**config.mk**
```make
export PLATFORM = sky130hd
export DESIGN_NAME = nor_cmd_seq
export DESIGN_NICKNAME = d
export VERILOG_FILES = /design/src/rtl/nor_cmd_pkg.sv /design/src/rtl/nor_cmd_offset.sv /design/src/rtl/nor_cmd_timer.sv /design/src/rtl/nor_cmd_fsm.sv /design/src/rtl/nor_cmd_seq.sv
export SDC_FILE = /design/constraint.sdc
export NUM_CORES = 1
export LEC_CHECK = 0
export ABC_AREA = 1
export BUFFER_PORTS_ARGS = -buffer_cell sky130_fd_sc_hd__buf_2
export CAP_MARGIN = 20
export CORE_MARGIN = 3
export CORE_UTILIZATION = 57
export DETAILED_ROUTE_END_ITERATION = 10
export PLACE_DENSITY = 0.93
export SKIP_LAST_GASP = 1
export SLEW_MARGIN = 20
export SYNTH_ARGS = -nofsm -noshare
export SYNTH_HDL_FRONTEND = slang
export SYNTH_SLANG_ARGS = --single-unit
```
**constraint.sdc**
```tcl
create_clock -name clk -period 4.38 [get_ports clk]
set_clock_uncertainty 0.15 [all_clocks]
set_input_delay 0.438 -clock clk [delete_from_list [all_inputs] [get_ports clk]]
set_output_delay 0.438 -clock clk [all_outputs]
set_load 0.02 [all_outputs]
```
**src/rtl/nor_cmd_pkg.sv**
```systemverilog
package nor_cmd_pkg;

    typedef enum logic [3:0] {
        S_IDLE    = 4'd0,
        S_KEY2    = 4'd1,
        S_DECODE  = 4'd2,
        S_PROGRAM = 4'd3,
        S_EKEY1   = 4'd4,
        S_EKEY2   = 4'd5,
        S_ESELECT = 4'd6,
        S_EBUSY   = 4'd7,
        S_IDMODE  = 4'd8,
        S_QUERY   = 4'd9
    } seq_state_t;

    typedef enum logic [1:0] {
        RM_ARRAY  = 2'd0,
        RM_IDENT  = 2'd1,
        RM_QUERY  = 2'd2,
        RM_STATUS = 2'd3
    } read_mode_t;

    localparam int BUS_BYTES_MAX = 4;
    localparam int DATA_W        = 8 * BUS_BYTES_MAX;

    localparam logic [7:0] C_KEY1   = 8'hAA;
    localparam logic [7:0] C_KEY2   = 8'h55;
    localparam logic [7:0] C_BYPASS = 8'h20;
    localparam logic [7:0] C_ERASE  = 8'h80;
    localparam logic [7:0] C_IDENT  = 8'h90;
    localparam logic [7:0] C_PROG   = 8'hA0;
    localparam logic [7:0] C_SECT   = 8'h30;
    localparam logic [7:0] C_CHIP   = 8'h10;
    localparam logic [7:0] C_QUERY  = 8'h98;
    localparam logic [7:0] C_RESET  = 8'hF0;

    // Byte lanes touched by one bus access of the given width code.
    function automatic logic [2:0] lane_count(input logic [1:0] bw);
        case (bw)
            2'd1:    lane_count = 3'd2;
            2'd2:    lane_count = 3'd4;
            default: lane_count = 3'd1;
        endcase
    endfunction

endpackage

```
**src/rtl/nor_cmd_offset.sv**
```systemverilog
module nor_cmd_offset #(
    parameter int SECT_W = 16
) (
    input  logic [SECT_W-1:0] sect_addr,
    input  logic [1:0]        bus_width,
    output logic [SECT_W-1:0] word_off
);
    // Scale the in-sector byte offset to bus words.
    always_comb begin
        case (bus_width)
            2'd1:    word_off = sect_addr >> 1;
            2'd2:    word_off = sect_addr >> 2;
            default: word_off = sect_addr;
        endcase
    end
endmodule

```
**src/rtl/nor_cmd_timer.sv**
```systemverilog
module nor_cmd_timer #(
    parameter int CNT_W = 8
) (
    input  logic             clk,
    input  logic             rst_n,
    input  logic             load,
    input  logic [CNT_W-1:0] load_val,
    input  logic             run,
    output logic             expired
);
    logic [CNT_W-1:0] cnt;

    always_ff @(posedge clk) begin
        if (!rst_n) begin
            cnt <= '0;
        end else if (load) begin
            cnt <= load_val;
        end else if (run && cnt != '0) begin
            cnt <= cnt - CNT_W'(1);
        end
    end

    assign expired = (cnt == '0);
endmodule

```
**src/rtl/nor_cmd_fsm.sv**
```systemverilog
module nor_cmd_fsm
    import nor_cmd_pkg::*;
#(
    parameter int              ADDR_W         = 20,
    parameter int              SECT_W         = 16,
    parameter logic [SECT_W-1:0] UNLK_OFF_A   = 'h555,
    parameter logic [SECT_W-1:0] UNLK_OFF_B   = 'h2AA,
    parameter int              SECT_ERASE_CYC = 50_000_000,
    parameter int              CHIP_ERASE_CYC = 500_000_000,
    parameter int              CNT_W          = 29
) (
    input  logic              clk,
    input  logic              rst_n,
    input  logic              wr_en,
    input  logic [ADDR_W-1:0] wr_addr,
    input  logic [DATA_W-1:0] wr_data,
    input  logic [1:0]        bus_width,
    input  logic              read_only,
    input  logic [SECT_W-1:0] word_off,
    input  logic              tmr_expired,
    output logic              tmr_load,
    output logic [CNT_W-1:0]  tmr_val,
    output logic              tmr_run,
    output seq_state_t        state,
    output read_mode_t        read_mode,
    output logic              bypass,
    output logic [7:0]        status_byte,
    output logic              prog_stb,
    output logic [ADDR_W-1:0] prog_addr,
    output logic [DATA_W-1:0] prog_data,
    output logic [2:0]        prog_bytes,
    output logic              sect_erase_stb,
    output logic              chip_erase_stb,
    output logic [ADDR_W-1:0] erase_addr
);
    localparam logic [SECT_W-1:0] QRY_OFF = SECT_W'('h55);

    seq_state_t nxt_state;
    logic       nxt_byp;
    logic       do_prog, do_sect, do_chip, do_expire;
    logic [7:0] cmd_byte;
    logic       hit_a, hit_b, hit_q;

    assign cmd_byte = wr_data[7:0];
    assign hit_a    = (word_off == UNLK_OFF_A);
    assign hit_b    = (word_off == UNLK_OFF_B);
    assign hit_q    = (word_off == QRY_OFF);
    assign tmr_run  = (state == S_EBUSY);

    // Next-state decode
    always_comb begin
        nxt_state = state;
        nxt_byp   = bypass;
        do_prog   = 1'b0;
        do_sect   = 1'b0;
        do_chip   = 1'b0;
        do_expire = 1'b0;
        tmr_load  = 1'b0;
        tmr_val   = '0;
        if (wr_en && cmd_byte == C_RESET && state != S_PROGRAM) begin
            nxt_state = S_IDLE;
            nxt_byp   = 1'b0;
        end else if (state == S_EBUSY) begin
            if (tmr_expired) begin
                do_expire = 1'b1;
                nxt_state = bypass ? S_DECODE : S_IDLE;
            end
        end else if (wr_en) begin
            // Fallback for every unmatched write
            nxt_state = S_IDLE;
            nxt_byp   = 1'b0;
            unique case (state)
                S_IDLE, S_EKEY1: begin
                    if (hit_q && cmd_byte == C_QUERY) begin
                        nxt_state = S_QUERY;
                        nxt_byp   = bypass;
                    end else if (hit_a && cmd_byte == C_KEY1) begin
                        nxt_state = (state == S_IDLE) ? S_KEY2 : S_EKEY2;
                        nxt_byp   = bypass;
                    end
                end
                S_KEY2, S_EKEY2: begin
                    if (hit_b && cmd_byte == C_KEY2) begin
                        nxt_state = (state == S_KEY2) ? S_DECODE : S_ESELECT;
                        nxt_byp   = bypass;
                    end
                end
                S_DECODE: begin
                    if (bypass || hit_a) begin
                        case (cmd_byte)
                            C_BYPASS: begin nxt_state = S_DECODE;  nxt_byp = 1'b1;   end
                            C_ERASE:  begin nxt_state = S_EKEY1;   nxt_byp = bypass; end
                            C_IDENT:  begin nxt_state = S_IDMODE;  nxt_byp = bypass; end
                            C_PROG:   begin nxt_state = S_PROGRAM; nxt_byp = bypass; end
                            default:  ;
                        endcase
                    end
                end
                S_PROGRAM: begin
                    do_prog   = 1'b1;
                    nxt_byp   = bypass;
                    nxt_state = bypass ? S_DECODE : S_IDLE;
                end
                S_ESELECT: begin
                    if (cmd_byte == C_SECT) begin
                        do_sect   = 1'b1;
                        tmr_load  = 1'b1;
                        tmr_val   = CNT_W'(SECT_ERASE_CYC - 1);
                        nxt_state = S_EBUSY;
                        nxt_byp   = bypass;
                    end else if (cmd_byte == C_CHIP && hit_a) begin
                        do_chip   = 1'b1;
                        tmr_load  = 1'b1;
                        tmr_val   = CNT_W'(CHIP_ERASE_CYC - 1);
                        nxt_state = S_EBUSY;
                        nxt_byp   = bypass;
                    end
                end
                S_IDMODE: begin
                    if (hit_q && cmd_byte == C_QUERY) begin
                        nxt_state = S_QUERY;
                        nxt_byp   = bypass;
                    end
                end
                S_QUERY, S_EBUSY: ;
                default: ;
            endcase
        end
    end

    // State register
    always_ff @(posedge clk) begin
        if (!rst_n) begin
            state  <= S_IDLE;
            bypass <= 1'b0;
        end else begin
            state  <= nxt_state;
            bypass <= nxt_byp;
        end
    end

    // Registered outputs toward the array and the read path
    always_ff @(posedge clk) begin
        if (!rst_n) begin
            prog_stb       <= 1'b0;
            sect_erase_stb <= 1'b0;
            chip_erase_stb <= 1'b0;
            prog_addr      <= '0;
            prog_data      <= '0;
            prog_bytes     <= 3'd1;
            erase_addr     <= '0;
            status_byte    <= 8'h00;
        end else begin
            prog_stb       <= do_prog && !read_only;
            sect_erase_stb <= do_sect && !read_only;
            chip_erase_stb <= do_chip && !read_only;
            if (do_prog) begin
                prog_addr  <= wr_addr;
                prog_data  <= wr_data;
                prog_bytes <= lane_count(bus_width);
            end
            if (do_sect) begin
                erase_addr <= {wr_addr[ADDR_W-1:SECT_W], {SECT_W{1'b0}}};
            end else if (do_chip) begin
                erase_addr <= '0;
            end
            if (do_prog) begin
                status_byte <= {~wr_data[7], 7'h7F};
            end else if (do_sect || do_chip) begin
                status_byte <= 8'h00;
            end else if (do_expire) begin
                status_byte[7] <= ~status_byte[7];
            end
        end
    end

    // Read source decode
    always_comb begin
        unique case (state)
            S_IDMODE:           read_mode = RM_IDENT;
            S_QUERY:            read_mode = RM_QUERY;
            S_PROGRAM, S_EBUSY: read_mode = RM_STATUS;
            default:            read_mode = RM_ARRAY;
        endcase
    end
endmodule

```
**src/rtl/nor_cmd_seq.sv**
```systemverilog
module nor_cmd_seq
    import nor_cmd_pkg::*;
#(
    parameter int                ADDR_W         = 20,
    parameter int                SECT_W         = 16,
    parameter logic [SECT_W-1:0] UNLK_OFF_A     = 'h555,
    parameter logic [SECT_W-1:0] UNLK_OFF_B     = 'h2AA,
    parameter int                SECT_ERASE_CYC = 50_000_000,
    parameter int                CHIP_ERASE_CYC = 500_000_000
) (
    input  logic              clk,
    input  logic              rst_n,
    input  logic              wr_en,
    input  logic [ADDR_W-1:0] wr_addr,
    input  logic [31:0]       wr_data,
    input  logic [1:0]        bus_width,
    input  logic              read_only,
    output logic [3:0]        cmd_state,
    output logic [1:0]        read_mode,
    output logic              bypass_active,
    output logic [7:0]        status_byte,
    output logic              prog_stb,
    output logic [ADDR_W-1:0] prog_addr,
    output logic [31:0]       prog_data,
    output logic [2:0]        prog_bytes,
    output logic              sect_erase_stb,
    output logic              chip_erase_stb,
    output logic [ADDR_W-1:0] erase_addr
);
    localparam int MAX_CYC = (CHIP_ERASE_CYC > SECT_ERASE_CYC) ? CHIP_ERASE_CYC : SECT_ERASE_CYC;
    localparam int CNT_W   = $clog2(MAX_CYC + 1);

    logic [SECT_W-1:0] word_off;
    logic              tmr_load, tmr_run, tmr_expired;
    logic [CNT_W-1:0]  tmr_val;
    seq_state_t        state;
    read_mode_t        rmode;

    nor_cmd_offset #(.SECT_W(SECT_W)) u_off (
        .sect_addr (wr_addr[SECT_W-1:0]),
        .bus_width (bus_width),
        .word_off  (word_off)
    );

    nor_cmd_timer #(.CNT_W(CNT_W)) u_tmr (
        .clk      (clk),
        .rst_n    (rst_n),
        .load     (tmr_load),
        .load_val (tmr_val),
        .run      (tmr_run),
        .expired  (tmr_expired)
    );

    nor_cmd_fsm #(
        .ADDR_W         (ADDR_W),
        .SECT_W         (SECT_W),
        .UNLK_OFF_A     (UNLK_OFF_A),
        .UNLK_OFF_B     (UNLK_OFF_B),
        .SECT_ERASE_CYC (SECT_ERASE_CYC),
        .CHIP_ERASE_CYC (CHIP_ERASE_CYC),
        .CNT_W          (CNT_W)
    ) u_fsm (
        .clk            (clk),
        .rst_n          (rst_n),
        .wr_en          (wr_en),
        .wr_addr        (wr_addr),
        .wr_data        (wr_data),
        .bus_width      (bus_width),
        .read_only      (read_only),
        .word_off       (word_off),
        .tmr_expired    (tmr_expired),
        .tmr_load       (tmr_load),
        .tmr_val        (tmr_val),
        .tmr_run        (tmr_run),
        .state          (state),
        .read_mode      (rmode),
        .bypass         (bypass_active),
        .status_byte    (status_byte),
        .prog_stb       (prog_stb),
        .prog_addr      (prog_addr),
        .prog_data      (prog_data),
        .prog_bytes     (prog_bytes),
        .sect_erase_stb (sect_erase_stb),
        .chip_erase_stb (chip_erase_stb),
        .erase_addr     (erase_addr)
    );

    assign cmd_state = state;
    assign read_mode = rmode;
endmodule

```
Yosys cells after proc, flatten, opt, wreduce, memory -nomap -nowiden
Cells that the tools add are included.

Add/subtract/negate cells: 1. Equal/unequal tests: 33. Multiplexer cells: 64. Bitwise gates (word level): 5. Reductions and logical operators: 28.

Operators by type and width (count): $mux 29 (8); $eq 8x8->1 const B (6); $mux 20 (2); $mux 4 (9); $mux 1 (32); $pmux 16 s2 (1); $logic_not 29->1 (1); $reduce_bool 29->1 (1); $sub 29x1->29 const B (1); $pmux 4 s6 (1); $eq 16x10->1 const B (1); $eq 16x11->1 const B (1); $eq 16x7->1 const B (1); $eq 4x3->1 const B (4); $eq 8x6->1 const B (2); $pmux 4 s4 (1); $ne 2x2->1 const B (7); $logic_and 1x1->1 (10); $reduce_and 10->1 (1); $mux 3 (3); $eq 4x2->1 const B (2); $eq 4x4->1 const B (2); $eq 8x5->1 const B (1); $eq 8x7->1 const B (1); other kinds (21) (32).

Flip-flop bits (word level): 104. Bits of input ports: 58. Output and inout bits: 93. Word-level logic and storage cells: 143.

Logic depth before layout (Yosys ltp)
Depth in word-level cells: 13. Depth in mapped cells: 18. Gate-level depth less buffers: 16.

By module
From an unflattened synthesis, not the netlist that was laid out.

Cells, all modules: 974. Area, all modules: 6269.8 µm².

Modules (own cells, without submodules): nor_cmd_fsm (times used 1, cells each 538, area each 3678.5 µm², sequential area each 1381.3 µm²); nor_cmd_timer (times used 1, cells each 363, area each 2218.4 µm², sequential area each 580.6 µm²); nor_cmd_offset (times used 1, cells each 73, area each 372.9 µm², sequential area each 0.0 µm²).

Worst setup path before layout
No wires, ideal clock.

Path kind: input port to flip-flop. Start: input bus_width[0]. End: register u_fsm.status_byte[5]. Arrival time: 2171 ps. Data required time: 4098 ps. Path slack: 1926 ps. Cell stages on the path: 17. Buffers on the path: 3. Path through: inv_1 -> ha_1 -> buf_6 -> inv_4 -> buf_6 -> nand3_1 -> nand2_1 -> nand2_1 -> nor2_2 -> nand2_2 -> nor2_4 -> nand3_4 -> nand2_2 -> inv_2 -> buf_6 -> nand2_1 -> a21oi_1.

Longest elaborated chain between the ends: 12.

RTL lines: from (decl) (RTL line nor_cmd_seq.sv:16) `input logic [1:0] bus_width,`; $eq 2x2->1 or $eq 2x1->1 (tied branches) (RTL line nor_cmd_offset.sv:10) `case (bus_width)`; $pmux 16 s2 (*) (RTL line nor_cmd_offset.sv:10); $eq 16x11->1 (*) (RTL line nor_cmd_fsm.sv:45) `assign hit_a = (word_off == UNLK_OFF_A);`; $logic_and 1x1->1 (*) (RTL line nor_cmd_fsm.sv:111) `end else if (cmd_byte == C_CHIP && hit_a) begin`; $mux 1 (*) (RTL line nor_cmd_fsm.sv:111); $mux 1 (*) (RTL line nor_cmd_fsm.sv:105) `if (cmd_byte == C_SECT) begin`; $mux 1 (*) (RTL line nor_cmd_fsm.sv:72) `unique case (state)`; $mux 1 (*) (RTL line nor_cmd_fsm.sv:68) `end else if (wr_en) begin`; $mux 1 (*) (RTL line nor_cmd_fsm.sv:63) `end else if (state == S_EBUSY) begin`; $mux 1 (*) (RTL line nor_cmd_fsm.sv:60) `if (wr_en && cmd_byte == C_RESET && state != S_PROGRAM) begin`; $logic_or 1x1->1 (*) (RTL line nor_cmd_fsm.sv:169) `end else if (do_sect || do_chip) begin`; $reduce_bool 2->1 (no line) (*); to (signal assigned) (RTL line nor_cmd_fsm.sv:168) `status_byte <= {~wr_data[7], 7'h7F};`; to (decl) (RTL line nor_cmd_fsm.sv:27) `output logic [7:0] status_byte,`.

Every way passes the cells marked *; elsewhere a longest branch is shown, timed or not. A chain may end at the register's enable or synchronous reset.

Worst setup path after layout
Start: input bus_width[0]. End: register u_tmr.cnt[10].

Longest elaborated chain between the ends: 11.

RTL lines: $eq 2x2->1 or $eq 2x1->1 (tied branches) (RTL line nor_cmd_offset.sv:10); $pmux 16 s2 (*) (RTL line nor_cmd_offset.sv:10); $eq 16x11->1 (*) (RTL line nor_cmd_fsm.sv:45); $logic_and 1x1->1 (*) (RTL line nor_cmd_fsm.sv:111); $mux 29 or $mux 1 (tied branches) (RTL line nor_cmd_fsm.sv:111); $mux 29 or $mux 1 (tied branches) (RTL line nor_cmd_fsm.sv:105); $mux 29 or $mux 1 (tied branches) (RTL line nor_cmd_fsm.sv:72); $mux 29 or $mux 1 (tied branches) (RTL line nor_cmd_fsm.sv:68); $mux 29 or $mux 1 (tied branches) (RTL line nor_cmd_fsm.sv:63); $mux 29 or $mux 1 (tied branches) (RTL line nor_cmd_fsm.sv:60); $mux 29 or $reduce_bool 2->1 (tied branches); to (signal assigned) (RTL line nor_cmd_timer.sv:17) `cnt <= load_val;`; to (signal assigned) (RTL line nor_cmd_timer.sv:19) `cnt <= cnt - CNT_W'(1);`; to (decl) (RTL line nor_cmd_timer.sv:11) `logic [CNT_W-1:0] cnt;`.

Marked as above.

==> flow_summary.toml <==
[grt]
antenna_found_initial = 0
grt_pass1_wl_mm = 22.1
grt-ovfl-total = 0
grt_pass1_vias = 5002
grtUsageTotal_pct = 25.7
grt_max_degree = 84

[synth]
synth.distinct_cells = 38
synth_edf_count = 0
seq_area_frac_synth_pct = 36.7
syn-cell-area_sq_um = 5340
avgSynthCellArea_sq_um = 6.50
yosys_warnings = 0
synth_area_leader_cell = "dfxtp_1"
ys_top_cells_by_area = "dfxtp_1 (37%), nor2_1 (13%), nand2_1 (12%)"
syn_inst = 822
synthTopCellsByCount = "nor2_1 (182), nand2_1 (164), dfxtp_1 (98)"
synth-main-ff-cell = "dfxtp_1"
synth-async-reset-ratio_pct = 0
ys_seq_elements = 98
synth_top_area_share_pct = 36.7
synth.most_common_cell = "nor2_1"

[detailed_routing]
ant_nets = 0
drcViolationCount = 0
drtPass1Iterations = 4
wl_per_cell_um = 12.9
drtIter0Drc = 260
num_vias = 5445
post_drt_via_cell_ratio = 5.22
wl_mm = 13.5

[sta]
period_needed_ns = 2.81
slew_headroom_pct = 43.1
worst_pin_slew_ns = 0.852
hold_violations = 0
setup_viol = 0
fin_tns_setup_ns = 0
max_freq_ghz = 0.356
drv_slew = 0
final.period_utilization_pct = 64.1
rsz0062_at_grt = "no"

[setup_path]
end_kind = "register"
arrival_ns = 2.91
cp-start-kind = "input pin"
crit_type = "in -> reg"
path_max_fanout = 26
required_ns = 4.48
reg2regPathDepth = 12

[cells_and_area]
fillers = 792
final_design_area_no_fill_sq_um = 6100
finalNetCount = 995
area_growth_pct = 14.2
postLayoutCoreUtil_pct = 68.3
diodes = 0
drive_gt1_share_pct = 19.2

[floorplan]
chipHeight_um = 103
rows = 34
core_area_sq_um = 8930
dieArea_sq_um = 10600
ioPinCount = 151
die_w_um = 103
start_util_pct = 59.8

[run]
cap_viol_max_count = 0

[clock_tree]
clock_path_buffers = 2
cts_tree = "built"
cts_inserted_buffers = 9
clk_pin_slew_ns = 0.10
root_buffer = "clkbuf_8"
clkSinkCount = 98
hold_buffers = 0
clock_latency_ns = 0.37
cts_setup_buffers = 0
h-tree-depth = 3
cts_resized = 0

[power]
swShare_pct = 25.4
peakVddDrop_uv = 204
p_int_mw = 1.22
leakage_nw = 3.27
switchingPower_mw = 0.416
clock_power_share_pct = 36.7
pwr-share-comb_pct = 8.6
power_frac_seq_pct = 54.6
powerDensity_nw_per_um2 = 267

[place]
place.gp.congestion = 0.943
place_hpwl_mm = 9.89
placed_cell_area_sq_um = 5900
portBuffers = 134

[run_status]
status = "finished clean"

[worst_hold_path]
holdPathStages = 3
hold_path_class = "in -> reg"
==> worst max-delay path, stage by stage <==
cell	delay [ns]
buf_2	0.11
inv_1	0.06
ha_1	0.49
inv_4	0.15
or2_0	0.24
nand2_1	0.13
nand3_1	0.11
nor2_2	0.12
inv_1	0.08
nor2_4	0.14
nand3_4	0.15
nand3_4	0.27
nand2_2	0.18
a21oi_1	0.17
nor2_1	0.06
==> state kept, by name, summed over array words and instances (netlist names) <==
register and flops:
u_fsm.prog_data 32, u_tmr.cnt 29, u_fsm.prog_addr 20, u_fsm.erase_addr 4
u_fsm.state 4, u_fsm.prog_bytes 3, u_fsm.status_byte 2, u_fsm.bypass 1
u_fsm.chip_erase_stb 1, u_fsm.prog_stb 1, u_fsm.sect_erase_stb 1
==> metal layers <==
metal / track usage (%) / share of wire (%)
met1: 31.4 / 42
met2: 43.5 / 49
met3: 6.83 / 6.3
met4: 9.26 / 2.3
met5: 0 / 0
==> path summary, 6_finish.rpt <==
check	startpoint	endpoint	slack, ns
min	wr_data[12]	u_fsm.prog_data[12]$_SDFFE_PN0P_	0.14
min reg2reg	u_fsm.erase_addr[19]$_SDFFE_PN0P_	u_fsm.erase_addr[19]$_SDFFE_PN0P_	0.32
max	bus_width[0]	u_tmr.cnt[10]$_SDFFE_PN0P_	1.57
max reg2reg	u_tmr.cnt[0]$_SDFFE_PN0P_	u_tmr.cnt[24]$_SDFFE_PN0P_	1.65
==> cells by family after synthesis <==
group,share of synthesized area (%)
adder cells (fa/ha/maj),1.17
other,0.0702
AO/OA/AOI/OAI,13.3
AND/OR/NAND/NOR,34.6
flip-flops,36.7
XOR/XNOR,2.62
buffers and inverters,11.5
==> cell type report <==
class                           count  area, sq um  share of cell area [%]
Clock buffer                       10          138                    2.25
Clock inverter                      5         62.6                    1.02
Inverter                           77          292                    4.78
Multi-Input combinational cell    610         2830                    46.4
Sequential cell                    98         1960                    32.1
Tap cell                          108          135                    2.21
Timing Repair Buffer              136          686                    11.2
==> power groups by stage <==
stage	Combinational [mW]	Clock (mW)	Sequential [mW]
after floorplan	0.103	0	0.914
after global placement	0.136	0	0.913
after detailed placement	0.138	0	0.913
after CTS	0.139	0.612	0.892
after global routing	0.159	0.642	0.893
final	0.141	0.600	0.892
==> cells in the final DEF, fill, tap and decap left out, types with 2 or more instances in the layout <==
cell type / Yosys / routed
nor2_1: 182 / 181
nor3_1: 8 / 8
inv_6: 0 / 2
o21ai_0: 70 / 70
ha_1: 5 / 5
nand3_4: 2 / 2
nand4_1: 10 / 10
clkbuf_8: 0 / 10
clkinvlp_4: 0 / 2
nor4_2: 2 / 2
xnor2_1: 9 / 9
clkinv_1: 2 / 2
a21oi_1: 48 / 48
xor2_1: 7 / 7
o211ai_1: 2 / 2
or2_2: 3 / 3
nor2_4: 1 / 2
nor4_1: 2 / 2
dfxtp_1: 98 / 98
o21ai_1: 14 / 14
or2_0: 5 / 5
inv_2: 7 / 7
buf_2: 1 / 134
nor2_2: 5 / 5
inv_1: 67 / 67
nand2_2: 3 / 3
buf_4: 24 / 2
conb_1: 1 / 16
nand3_1: 45 / 45
nand2_1: 164 / 164
==> per-stage QoR <==
step	setup slack, ns	power [mW]	hold WS [ns]	cells
3_3_place_gp	1.38	1.05	0.298	1029
4_1_cts	1.61	1.64	0.123	1044
3_5_place_dp	1.28	1.05	0.303	1029
6_report	1.57	1.63	0.137	1044
5_1_grt	1.31	1.69	0.141	1044
2_1_floorplan	1.93	1.02	0.327	837
No activity file was read; power rests on OpenSTA's default activity.
